--- src/rtl/wbuf_rdprio.sv ---
module wbuf_rdprio #(
  parameter int AW    = 8,
  parameter int DW    = 16,
  parameter int DEPTH = 4
) (
  input  logic          clk,
  input  logic          rst_n,
  input  logic          wr_valid,
  output logic          wr_ready,
  input  logic [AW-1:0] wr_addr,
  input  logic [DW-1:0] wr_data,
  input  logic          rd_valid,
  output logic          rd_ready,
  input  logic [AW-1:0] rd_addr,
  output logic          rsp_valid,
  output logic [DW-1:0] rsp_data,
  output logic          mem_valid,
  input  logic          mem_ready,
  output logic          mem_we,
  output logic [AW-1:0] mem_addr,
  output logic [DW-1:0] mem_wdata,
  input  logic          mem_rvalid,
  input  logic [DW-1:0] mem_rdata
);
  localparam int PW = (DEPTH > 1) ? $clog2(DEPTH) : 1;
  localparam int CW = $clog2(DEPTH + 1);

  logic [AW-1:0] ea [DEPTH];
  logic [DW-1:0] ed [DEPTH];
  logic [PW-1:0] head;
  logic [CW-1:0] count;
  logic          waiting;

  logic          hit;
  logic [DW-1:0] hit_data;
  logic [PW-1:0] idx;

  always_comb begin
    hit      = 1'b0;
    hit_data = '0;
    idx      = '0;
    for (int i = 0; i < DEPTH; i++) begin
      idx = head + PW'(i);
      if (CW'(i) < count && ea[idx] == rd_addr) begin
        hit      = 1'b1;
        hit_data = ed[idx];
      end
    end
  end

  logic full, rd_mem, wr_drain, push, pop, rd_fire;
  logic [PW-1:0] tail;

  assign full      = (count == CW'(DEPTH));
  assign tail      = head + count[PW-1:0];
  assign rd_mem    = !waiting && rd_valid && !hit && !full;
  assign wr_drain  = !waiting && (count != '0) && !rd_mem;
  assign mem_valid = rd_mem || wr_drain;
  assign mem_we    = !rd_mem;
  assign mem_addr  = rd_mem ? rd_addr : ea[head];
  assign mem_wdata = ed[head];
  assign rd_ready  = !waiting && (hit || (!full && mem_ready));
  assign wr_ready  = !full;
  assign push      = wr_valid && !full;
  assign pop       = wr_drain && mem_ready;
  assign rd_fire   = rd_valid && rd_ready;

  always_ff @(posedge clk) begin
    if (!rst_n) begin
      head  <= '0;
      count <= '0;
    end else begin
      if (push) begin
        ea[tail] <= wr_addr;
        ed[tail] <= wr_data;
      end
      if (pop) head <= head + PW'(1);
      count <= count + CW'(push) - CW'(pop);
    end
  end

  always_ff @(posedge clk) begin
    if (!rst_n) begin
      waiting   <= 1'b0;
      rsp_valid <= 1'b0;
      rsp_data  <= '0;
    end else begin
      rsp_valid <= 1'b0;
      if (rd_fire && hit) begin
        rsp_valid <= 1'b1;
        rsp_data  <= hit_data;
      end else if (rd_fire) begin
        waiting <= 1'b1;
      end else if (waiting && mem_rvalid) begin
        waiting   <= 1'b0;
        rsp_valid <= 1'b1;
        rsp_data  <= mem_rdata;
      end
    end
  end

  p_no_overflow_r1: assert property (@(posedge clk) disable iff (!rst_n)
    count <= CW'(DEPTH));
  p_read_first_r2: assert property (@(posedge clk) disable iff (!rst_n)
    (!waiting && rd_valid && !hit && count < CW'(DEPTH)) |-> (mem_valid && !mem_we && mem_addr == rd_addr));
  p_hit_local_r5: assert property (@(posedge clk) disable iff (!rst_n)
    (rd_valid && rd_ready && hit) |=> (rsp_valid && !waiting));
  p_full_drain_r6: assert property (@(posedge clk) disable iff (!rst_n)
    (count == CW'(DEPTH) && !waiting) |-> (mem_valid && mem_we && !wr_ready && !(rd_valid && !hit && rd_ready)));
  p_wait_quiet_r7: assert property (@(posedge clk) disable iff (!rst_n)
    waiting |-> !mem_valid);
  p_rsp_from_mem_r7: assert property (@(posedge clk) disable iff (!rst_n)
    (waiting && mem_rvalid) |=> (rsp_valid && rsp_data == $past(mem_rdata)));
endmodule

--- config.mk ---
export PLATFORM = sky130hd
export DESIGN_NAME = wbuf_rdprio
export DESIGN_NICKNAME = d
export VERILOG_FILES = /design/src/rtl/wbuf_rdprio.sv
export SDC_FILE = /design/constraint.sdc
export NUM_CORES = 1
export LEC_CHECK = 0
export BUFFER_PORTS_ARGS = -buffer_cell sky130_fd_sc_hd__buf_2
export CAP_MARGIN = 10
export CORE_MARGIN = 2
export CORE_UTILIZATION = 50
export CTS_BUF_LIST = sky130_fd_sc_hd__clkbuf_8 sky130_fd_sc_hd__clkbuf_16
export CTS_CLUSTER_SIZE = 28
export DETAILED_ROUTE_END_ITERATION = 12
export PLACE_DENSITY = 0.77
export SLEW_MARGIN = 25
export SYNTH_ARGS = -nofsm -noshare
export SYNTH_HDL_FRONTEND = slang
export SYNTH_SLANG_ARGS = --single-unit
--- constraint.sdc ---
create_clock -name clk -period 5.06 [get_ports clk]
set_input_delay 1.265 -clock clk [delete_from_list [all_inputs] [get_ports clk]]
set_output_delay 1.265 -clock clk [all_outputs]
set_load 0.02 [all_outputs]
==> report_table.html, run 1 <==
<table>
<tr><th>Metric</th><th>Value</th></tr>
<tr><th colspan="2">Run status</th></tr>
<tr><td>Status</td><td>finished, final reports clean</td></tr>
<tr><th colspan="2">Yosys</th></tr>
<tr><td>Post-synth net total</td><td>656</td></tr>
<tr><td>Leading post-synthesis cells by cell area</td><td>sky130_fd_sc_hd__edfxtp_1 (38%), sky130_fd_sc_hd__mux4_2 (16%), sky130_fd_sc_hd__dfxtp_1 (6.6%)</td></tr>
<tr><td>Library cell with the largest summed area after synthesis</td><td>sky130_fd_sc_hd__edfxtp_1</td></tr>
<tr><td>Synth warnings</td><td>0</td></tr>
<tr><td>Fraction of registers with async set/reset</td><td>0%</td></tr>
<tr><td>Number of flops mapped to enable cells by yosys</td><td>96</td></tr>
<tr><td>Synth Cell Area</td><td>7580 um^2</td></tr>
<tr><td>Number of different library cells in the post-synthesis netlist</td><td>54</td></tr>
<tr><td>Number of instances in the synthesized netlist</td><td>597</td></tr>
<tr><td>Average cell area after synthesis</td><td>12.7 um^2</td></tr>
<tr><td>Area share of the largest cell type after synthesis</td><td>38.1%</td></tr>
<tr><td>Synth Flop Type</td><td>sky130_fd_sc_hd__edfxtp_1</td></tr>
<tr><td>Number of storage elements in the synthesis netlist</td><td>121</td></tr>
<tr><td>Portion of the post-synthesis area used by sequential elements</td><td>44.7%</td></tr>
<tr><th colspan="2">Hold path</th></tr>
<tr><td>Endpoint of the worst hold-timing path</td><td>rsp_data[10]$_SDFFE_PN0P_</td></tr>
<tr><td>Path type of the worst min-delay path</td><td>reg -&gt; reg</td></tr>
<tr><td>Worst hold start</td><td>rsp_data[10]$_SDFFE_PN0P_</td></tr>
<tr><td>Count of cells along the worst hold path</td><td>3</td></tr>
<tr><th colspan="2">Finish</th></tr>
<tr><td>Area growth syn-to-layout</td><td>15.6%</td></tr>
<tr><td>Leading cell type in the layout, fill and taps excluded</td><td>sky130_fd_sc_hd__buf_2</td></tr>
<tr><td>Utilization of the core after routing</td><td>59.8%</td></tr>
<tr><td>Most frequent cells in the layout</td><td>sky130_fd_sc_hd__buf_2 (98), sky130_fd_sc_hd__edfxtp_1 (96), sky130_fd_sc_hd__mux4_2 (54), sky130_fd_sc_hd__nor2_1 (53)</td></tr>
<tr><td>Fraction of layout instances using a drive strength above 1</td><td>34.8%</td></tr>
<tr><td>Count of nets after finishing</td><td>738</td></tr>
<tr><td>Number of fillers in the final layout</td><td>1142</td></tr>
<tr><th colspan="2">Global route</th></tr>
<tr><td>Maximum number of pins on one net before global-route repair</td><td>48</td></tr>
<tr><td>Met1 Usage GRT</td><td>31.3%</td></tr>
<tr><td>Total track usage</td><td>between 20 and 25%</td></tr>
<tr><td>Number of antenna violations at the first check in global routing</td><td>0</td></tr>
<tr><td>Met3 track utilization from global routing</td><td>~5%</td></tr>
<tr><td>Overflow left after global routing</td><td>0</td></tr>
<tr><td>Most Crowded Layer GR</td><td>met2</td></tr>
<tr><td>Number of global-route vias before repair</td><td>5549</td></tr>
<tr><td>Global routing met2 resource utilization</td><td>41.6%</td></tr>
<tr><td>Global-route wire length before repair</td><td>30100 um</td></tr>
<tr><th colspan="2">Floorplan</th></tr>
<tr><td>Effective utilization at floorplan</td><td>51.7%</td></tr>
<tr><td>Area of the core</td><td>14600 um^2</td></tr>
<tr><td>Total Die Area</td><td>16200 um^2</td></tr>
<tr><td>Vertical extent of the die</td><td>127 um</td></tr>
<tr><td>Overall die width</td><td>127 um</td></tr>
<tr><td>I/O pins</td><td>99</td></tr>
<tr><td>Row count</td><td>44</td></tr>
<tr><th colspan="2">STA</th></tr>
<tr><td>Period Utilization, post-route</td><td>97.3%</td></tr>
<tr><td>Setup repair after global routing missed its margin</td><td>no</td></tr>
<tr><td>Setup TNS after final layout</td><td>0 ns</td></tr>
<tr><td>Endpoints failing hold</td><td>0</td></tr>
<tr><td>Count of pins over their slew limit</td><td>0</td></tr>
<tr><td>Remaining max-slew budget at the tightest pin</td><td>37.0%</td></tr>
<tr><td>Final Skew</td><td>0.00951 ns</td></tr>
<tr><td>FMAX</td><td>approximately 0.20 GHz</td></tr>
<tr><td>Minimum clock period after layout</td><td>4.92 ns</td></tr>
<tr><td>Transition time at the pin with the least slew margin</td><td>about 0.94 ns</td></tr>
<tr><td>Number of failing setup endpoints in the final timing report</td><td>0</td></tr>
<tr><th colspan="2">Clocking</th></tr>
<tr><td>Deepest clock path buffer count</td><td>2</td></tr>
<tr><td>Hold-fix buffers, CTS</td><td>0</td></tr>
<tr><td>Clock H-tree levels</td><td>4</td></tr>
<tr><td>Clock tree from TritonCTS</td><td>yes</td></tr>
<tr><td>Clock slew at reported path FFs</td><td>around 0.060 ns</td></tr>
<tr><td>Clock net sink count</td><td>between 100 and 150</td></tr>
<tr><td>Clock root buffer master</td><td>sky130_fd_sc_hd__clkbuf_16</td></tr>
<tr><td>Clk_lat worst skew</td><td>0.42 ns</td></tr>
<tr><td>TritonCTS Buffers</td><td>17</td></tr>
<tr><th colspan="2">Route</th></tr>
<tr><td>Number of search-and-repair iterations in the first detailed-routing pass</td><td>5</td></tr>
<tr><td>Detailed-route wire length</td><td>roughly 20000 um</td></tr>
<tr><td>Number of nets with antenna violations after routing</td><td>0</td></tr>
<tr><td>Via-per-instance ratio</td><td>6.55</td></tr>
<tr><td>DR WL/cell</td><td>roughly 23 um</td></tr>
<tr><td>Detailed-route DRC error count</td><td>0</td></tr>
<tr><td>First-iteration detailed-routing DRC count</td><td>625</td></tr>
<tr><td>Vias post-DR</td><td>5747</td></tr>
<tr><th colspan="2">Power</th></tr>
<tr><td>P_int</td><td>0.00273 W</td></tr>
<tr><td>Part of the power in the clock network</td><td>27.2%</td></tr>
<tr><td>Sw Ratio</td><td>36.4%</td></tr>
<tr><td>Lkg Pwr</td><td>slightly above 3 nW</td></tr>
<tr><td>Power share of the combinational group</td><td>39.6%</td></tr>
<tr><td>Sw power</td><td>0.00156 W</td></tr>
<tr><td>Cell area power density</td><td>about 490 nW/um^2</td></tr>
<tr><td>Power consumption</td><td>0.00429 W</td></tr>
<tr><td>Worst supply voltage drop on vdd</td><td>334 uV</td></tr>
<tr><td>Sequential share of power</td><td>33.1%</td></tr>
<tr><th colspan="2">Placed design</th></tr>
<tr><td>Count of port buffers added during placement</td><td>98</td></tr>
<tr><td>Half-perimeter wire length after detailed placement</td><td>roughly 13000 um</td></tr>
<tr><td>Routability congestion estimate from global placement</td><td>0.925</td></tr>
<tr><th colspan="2">Setup path</th></tr>
<tr><td>Worst r2r dst</td><td>count[2]$_SDFF_PN0_</td></tr>
<tr><td>Crit Path Class</td><td>reg -&gt; out</td></tr>
<tr><td>Register-to-Register Setup Slack</td><td>1.08 ns</td></tr>
<tr><td>Largest fanout on the critical path</td><td>14</td></tr>
<tr><td>Reg2reg path depth</td><td>14</td></tr>
<tr><td>Nature of the critical path endpoint</td><td>output port</td></tr>
<tr><td>Arrival time worst endpoint</td><td>around 3.7 ns</td></tr>
<tr><td>Data required time at the worst endpoint</td><td>3.80 ns</td></tr>
<tr><td>Category of the worst setup path launch point</td><td>flip-flop</td></tr>
<tr><th colspan="2">Flow run</th></tr>
<tr><td>Max Cap Viol</td><td>0</td></tr>
</table>
[worst max-delay path, stage by stage (launching register included)]
cell,delay [ns]
sky130_fd_sc_hd__dfxtp_1,0.76
sky130_fd_sc_hd__inv_1,0.24
sky130_fd_sc_hd__o32a_1,0.40
sky130_fd_sc_hd__o221ai_1,0.10
sky130_fd_sc_hd__nor4_1,0.11
sky130_fd_sc_hd__and2_1,0.21
sky130_fd_sc_hd__or4_1,0.63
sky130_fd_sc_hd__nor2_8,0.27
sky130_fd_sc_hd__mux2_4,0.33
sky130_fd_sc_hd__buf_2,0.16
[layer usage]
metal	wire (um)	vias up
li1	-	2528
met1	7590	2831
met2	9890	338
met3	1660	50
met4	598	0
met5	0	-
[synthesized netlist by cell type, types with 3 or more instances]
| cell | number |
|---|---|
| sky130_fd_sc_hd__o21ai_0 | 7 |
| sky130_fd_sc_hd__nand2_1 | 8 |
| sky130_fd_sc_hd__buf_6 | 7 |
| sky130_fd_sc_hd__clkbuf_1 | 23 |
| sky130_fd_sc_hd__nor2_1 | 55 |
| sky130_fd_sc_hd__a221o_1 | 16 |
| sky130_fd_sc_hd__a22oi_1 | 16 |
| sky130_fd_sc_hd__o21ai_1 | 10 |
| sky130_fd_sc_hd__mux2_4 | 8 |
| sky130_fd_sc_hd__nor3_1 | 6 |
| sky130_fd_sc_hd__edfxtp_1 | 96 |
| sky130_fd_sc_hd__xnor2_1 | 19 |
| sky130_fd_sc_hd__mux4_2 | 54 |
| sky130_fd_sc_hd__a21oi_1 | 39 |
| sky130_fd_sc_hd__buf_2 | 6 |
| sky130_fd_sc_hd__ha_1 | 4 |
| sky130_fd_sc_hd__dfxtp_1 | 25 |
| sky130_fd_sc_hd__a31oi_1 | 16 |
| sky130_fd_sc_hd__buf_4 | 3 |
| sky130_fd_sc_hd__inv_1 | 11 |
| sky130_fd_sc_hd__buf_1 | 12 |
| sky130_fd_sc_hd__nand3_1 | 3 |
| sky130_fd_sc_hd__and2_1 | 3 |
| sky130_fd_sc_hd__mux2_2 | 17 |
| sky130_fd_sc_hd__mux2i_1 | 39 |
| sky130_fd_sc_hd__or3_1 | 17 |
| sky130_fd_sc_hd__xor2_1 | 20 |
| sky130_fd_sc_hd__and3_1 | 19 |
[layout make-up]
| class | count | area, um^2 | area share, % |
|---|---|---|---|
| antenna | 1 | 2.50 | 0.0286 |
| inverter | 11 | 41.3 | 0.472 |
| timing repair buffer | 116 | 637 | 7.27 |
| sequential | 121 | 3390 | 38.8 |
| tap | 184 | 230 | 2.63 |
| clock inverter | 15 | 150 | 1.72 |
| clock buffer | 17 | 425 | 4.86 |
| multi-input combinational | 412 | 3870 | 44.2 |
[registers in the layout, indices dropped and copies added, names as in the netlist, named ones only]
name and cells:
rsp_valid 1, head 2, rsp_data 16, ea 32, ed 64, count 3
waiting 1
[power by group through the flow]
stage | registers, W | logic [W] | clock network [W]
CTS | 0.00143 | 0.00166 | 0.00118
detailed placement | 0.00145 | 0.00165 | 0
finish | 0.00142 | 0.00170 | 0.00117
global placement | 0.00143 | 0.00161 | 0
floorplan | 0.00133 | 0.00136 | 0
global route | 0.00145 | 0.00181 | 0.00122
[repair_timing]
| action | in CTS | in global routing |
|---|---|---|
| setup buffers | 0 | 1 |
| resized for setup | 0 | 2 |
| setup endpoints to repair | 0 | 8 |
[cells by family after synthesis]
family	share of synthesized area (%)
and+or+nand+nor	8.98
AOI/OAI and AO/OA	11.1
DFF	44.7
muxes	25.3
buffers and inverters	4.54
xor gates and xnor gates	4.51
adders and majority gates	0.925
[worst max-delay path by stage]
stage,startpoint,endpoint,slack (ns),cells after the start
2_1_floorplan,rd_addr[2],mem_addr[0],0.23,9
3_5_place_dp,rd_addr[2],mem_addr[7],0.22,9
3_3_place_gp,rd_addr[2],mem_addr[7],0.25,9
5_1_grt,flip-flop,mem_addr[7],0.004,9
6_report,flip-flop,mem_addr[3],0.14,9
4_1_cts,head[0]$_SDFFE_PN0P_,mem_addr[7],0.07,10
[stage by stage]
stage / instances / cell area [um^2] / worst slack, ns / hold slack (ns)
2_1_floorplan: 597 / 7580 / 0.229 / 0.629
3_3_place_gp: 843 / 8160 / 0.250 / 0.587
3_5_place_dp: 843 / 8160 / 0.222 / 0.591
4_1_cts: 875 / 8730 / 0.0743 / 0.612
5_1_grt: 876 / 8750 / 0.00382 / 0.655
6_report: 877 / 8750 / 0.138 / 0.617
No activity file was read; power rests on OpenSTA's default activity.
==> run 2, diff against run 1 <==
CTS_CLUSTER_SIZE = not set   (was 28)
PLACE_DENSITY = 0.79   (was 0.77)
SKIP_LAST_GASP = 1   (was not set)
clock period = 4.06 ns   (was 5.06 ns; I/O delays follow)
==> run 2 against run 1 <==
Against the previous run: the flow now finishes with violations (negative setup slack); utilization increased by 3.7 points; via count rose by 3.9%; register-to-register slack got worse by 0.72 ns.
==> report_table.html, run 2 (synthesis results as in run 1) <==
<table>
<tr><th>Metric</th><th>Value</th></tr>
<tr><th colspan="2">Global route</th></tr>
<tr><td>Global-route wire length before repair</td><td>32800 um (+9.2%)</td></tr>
<tr><td>Number of global-route vias before repair</td><td>6159 (+11%)</td></tr>
<tr><td>Number of antenna violations at the first check in global routing</td><td>0 (unchanged)</td></tr>
<tr><td>Maximum number of pins on one net before global-route repair</td><td>53 (+10%)</td></tr>
<tr><td>Total track usage</td><td>26.8% (+2.1 points)</td></tr>
<tr><td>Overflow left after global routing</td><td>0 (unchanged)</td></tr>
<tr><th colspan="2">Placed design</th></tr>
<tr><td>Half-perimeter wire length after detailed placement</td><td>13600 um (+5.4%)</td></tr>
<tr><td>Placed instance count</td><td>870 (+3.2%)</td></tr>
<tr><td>Count of port buffers added during placement</td><td>98 (unchanged)</td></tr>
<tr><td>Routability congestion estimate from global placement</td><td>0.884 (-4.5%)</td></tr>
<tr><th colspan="2">Setup path</th></tr>
<tr><td>Largest delay contributor family on the critical path</td><td>simple AND/OR/NAND/NOR gates</td></tr>
<tr><td>Data required time at the worst endpoint</td><td>3.04 ns (-0.76 ns)</td></tr>
<tr><td>Cell Chain, Critical Path</td><td>buf_12 &gt; mux4_2 &gt; xnor2_1 &gt; or4_4 &gt; nor2_8 &gt; or4_4 &gt; nor2_4 &gt; mux2_4 &gt; buf_6</td></tr>
<tr><td>Worst r2r dst</td><td>count[2]$_SDFF_PN0_</td></tr>
<tr><td>Most Frequent Cell on Critical Path</td><td>sky130_fd_sc_hd__or4_4</td></tr>
<tr><td>Arrival time worst endpoint</td><td>3.25 ns (-0.41 ns)</td></tr>
<tr><td>CP bufs+invs</td><td>2 (unchanged)</td></tr>
<tr><td>Launch point of the worst reg-to-reg path</td><td>head[0]$_SDFFE_PN0P_</td></tr>
<tr><td>Register-to-Register Setup Slack</td><td>0.36 ns (-0.72 ns)</td></tr>
<tr><td>Nature of the critical path endpoint</td><td>output port</td></tr>
<tr><td>Reg2reg path depth</td><td>15 (+1)</td></tr>
<tr><td>CP startpoint</td><td>head[0]$_SDFFE_PN0P_</td></tr>
<tr><td>Category of the worst setup path launch point</td><td>flip-flop</td></tr>
<tr><td>Crit Path Class</td><td>reg -&gt; out</td></tr>
<tr><td>Slowest cell delay on critical path</td><td>0.60 ns (-0.16 ns)</td></tr>
<tr><td>Largest fanout on the critical path</td><td>5 (-9)</td></tr>
<tr><td>Slowest stage cell on the critical path</td><td>sky130_fd_sc_hd__or4_4</td></tr>
<tr><th colspan="2">Hold path</th></tr>
<tr><td>Endpoint of the worst hold-timing path</td><td>rsp_data[13]$_SDFFE_PN0P_</td></tr>
<tr><td>Path type of the worst min-delay path</td><td>reg -&gt; reg</td></tr>
<tr><td>Count of cells along the worst hold path</td><td>3 (unchanged)</td></tr>
<tr><td>Worst hold start</td><td>rsp_data[13]$_SDFFE_PN0P_</td></tr>
<tr><th colspan="2">Finish</th></tr>
<tr><td>Non-filler instance count after layout</td><td>919 (+4.8%)</td></tr>
<tr><td>Register with the most flip-flops</td><td>ed</td></tr>
<tr><td>Diode count</td><td>0 (-1)</td></tr>
<tr><td>Flip-flop count of the largest register after layout</td><td>64 (unchanged)</td></tr>
<tr><td>Count of nets after finishing</td><td>781 (+5.8%)</td></tr>
<tr><td>Leading cell type in the layout, fill and taps excluded</td><td>sky130_fd_sc_hd__edfxtp_1</td></tr>
<tr><td>Fraction of layout instances using a drive strength above 1</td><td>40.3% (+5.4 points)</td></tr>
<tr><td>Most frequent cells in the layout</td><td>sky130_fd_sc_hd__edfxtp_1 (96), sky130_fd_sc_hd__buf_2 (88), sky130_fd_sc_hd__mux4_2 (54), sky130_fd_sc_hd__nor2_1 (53), sky130_fd_sc_hd__buf_4 (51)</td></tr>
<tr><td>Area growth syn-to-layout</td><td>22.7%</td></tr>
<tr><td>Registers with the most flip-flops</td><td>ed x64, ea x32, rsp_data x16</td></tr>
<tr><th colspan="2">Clocking</th></tr>
<tr><td>Clock net sink count</td><td>121 (unchanged)</td></tr>
<tr><td>Clk_lat worst skew</td><td>0.43 ns (about the same)</td></tr>
<tr><td>Deepest clock path buffer count</td><td>2 (unchanged)</td></tr>
<tr><td>Clock tree from TritonCTS</td><td>yes</td></tr>
<tr><td>Clock slew at reported path FFs</td><td>0.05 ns (about the same)</td></tr>
<tr><td>Clock root buffer master</td><td>sky130_fd_sc_hd__clkbuf_16</td></tr>
<tr><td>Hold-fix buffers, CTS</td><td>0 (unchanged)</td></tr>
<tr><td>Clock H-tree levels</td><td>4 (unchanged)</td></tr>
<tr><td>TritonCTS Buffers</td><td>17 (unchanged)</td></tr>
<tr><th colspan="2">STA</th></tr>
<tr><td>Min Hold Slack</td><td>0.605 ns (-0.0126 ns)</td></tr>
<tr><td>Minimum clock period after layout</td><td>~4.3 ns</td></tr>
<tr><td>Number of failing setup endpoints in the final timing report</td><td>11 (+11)</td></tr>
<tr><td>FMAX</td><td>0.235 GHz</td></tr>
<tr><td>Transition time at the pin with the least slew margin</td><td>0.918 ns (-0.0246 ns)</td></tr>
<tr><td>Endpoints failing hold</td><td>0 (unchanged)</td></tr>
<tr><td>Setup repair after global routing missed its margin</td><td>yes</td></tr>
<tr><td>Remaining max-slew budget at the tightest pin</td><td>38.6% (+1.6 points)</td></tr>
<tr><td>Setup TNS after final layout</td><td>-1.69 ns (-1.69 ns)</td></tr>
<tr><td>Count of pins over their slew limit</td><td>0 (unchanged)</td></tr>
<tr><td>Final Skew</td><td>0.00580 ns (-0.00371 ns)</td></tr>
<tr><td>Post-route worst setup slack</td><td>-0.203 ns (-0.341 ns)</td></tr>
<tr><td>Period Utilization, post-route</td><td>105%</td></tr>
<tr><th colspan="2">Route</th></tr>
<tr><td>Number of nets with antenna violations after routing</td><td>0 (unchanged)</td></tr>
<tr><td>First-iteration detailed-routing DRC count</td><td>699 (+12%)</td></tr>
<tr><td>Vias post-DR</td><td>5974 (+3.9%)</td></tr>
<tr><td>Via-per-instance ratio</td><td>6.50 (-0.80%)</td></tr>
<tr><td>DR WL/cell</td><td>23.0 um (+2.2%)</td></tr>
<tr><td>Number of search-and-repair iterations in the first detailed-routing pass</td><td>5 (unchanged)</td></tr>
<tr><td>Detailed-route DRC error count</td><td>0 (unchanged)</td></tr>
<tr><td>Detailed-route wire length</td><td>21100 um (+7.1%)</td></tr>
<tr><th colspan="2">Flow run</th></tr>
<tr><td>Max Cap Viol</td><td>0 (unchanged)</td></tr>
<tr><th colspan="2">Power</th></tr>
<tr><td>Worst supply voltage drop on vdd</td><td>403 uV (+21%)</td></tr>
<tr><td>Lkg Pwr</td><td>3.41 nW (+9.3%)</td></tr>
<tr><td>Cell area power density</td><td>606 nW/um^2 (+24%)</td></tr>
<tr><td>Power consumption</td><td>0.00564 W (+31%)</td></tr>
<tr><th colspan="2">Floorplan</th></tr>
<tr><td>Row count</td><td>44 (unchanged)</td></tr>
<tr><td>I/O pins</td><td>99 (unchanged)</td></tr>
<tr><td>Total Die Area</td><td>16200 um^2 (unchanged)</td></tr>
<tr><td>Overall die width</td><td>127 um (unchanged)</td></tr>
<tr><td>Effective utilization at floorplan</td><td>51.7% (unchanged)</td></tr>
<tr><td>Vertical extent of the die</td><td>127 um (unchanged)</td></tr>
<tr><td>Area of the core</td><td>14600 um^2 (unchanged)</td></tr>
<tr><th colspan="2">Run status</th></tr>
<tr><td>Status</td><td>finished, violations left</td></tr>
<tr><td>Violations in the final reports</td><td>negative setup slack</td></tr>
</table>
run 2: layer usage:
metal	share of wire (%)	routed length, um	vias to the layer above	GRT usage, %
li1	-	-	2608	-
met1	37	7820	2953	32.1
met2	51	10700	319	45.4
met3	7.7	1640	94	5.28
met4	4.7	986	0	15.1
met5	0	0	-	0
run 2: cell type report:
cell class,count,area [um^2]
Timing Repair Buffer,158,1090
Clock buffer,17,425
Fill cell,1051,5350
Clock inverter,15,139
Multi-Input combinational cell,413,3970
Tap cell,184,230
Sequential cell,121,3400
Inverter,11,41.3
run 2: worst min-delay path: stages (launching register included):
cell                      delay (ns)
sky130_fd_sc_hd__dfxtp_1        0.31
sky130_fd_sc_hd__and3_1         0.14
sky130_fd_sc_hd__a22oi_1        0.06
sky130_fd_sc_hd__o21ai_1        0.06
run 2: worst max path at each step:
stage | cells past startpoint | end
floorplan | 9 | mem_addr[1]
global placement | 9 | mem_addr[6]
detailed placement | 9 | mem_addr[3]
CTS | 10 | mem_addr[7]
global route | 10 | mem_addr[7]
finish | 9 | mem_addr[7]
run 2: repair_timing:
| action | in CTS | in global routing |
|---|---|---|
| setup endpoints to repair | 11 | 11 |
| setup buffers | 13 | 3 |
| pin swaps | 10 | 3 |
| gates resized for setup | 21 | 20 |
| gates cloned | 1 | 0 |
run 2: stage by stage:
| step | util (%) | area [um^2] | setup WS, ns |
|---|---|---|---|
| floorplan | - | 7620 | 0.0122 |
| global placement | 57.5 | 8420 | -0.159 |
| detailed placement | 57.5 | 8420 | -0.271 |
| CTS | 62.8 | 9200 | -0.184 |
| global route | 63.5 | 9300 | -0.273 |
| finish | 63.5 | 9300 | -0.203 |
run 2: where the power goes:
group	internal [W]	switching, W
combinational	0.00116	0.00131
sequential	0.00155	0.000185
clock	0.000890	0.000541
total	0.00360	0.00204
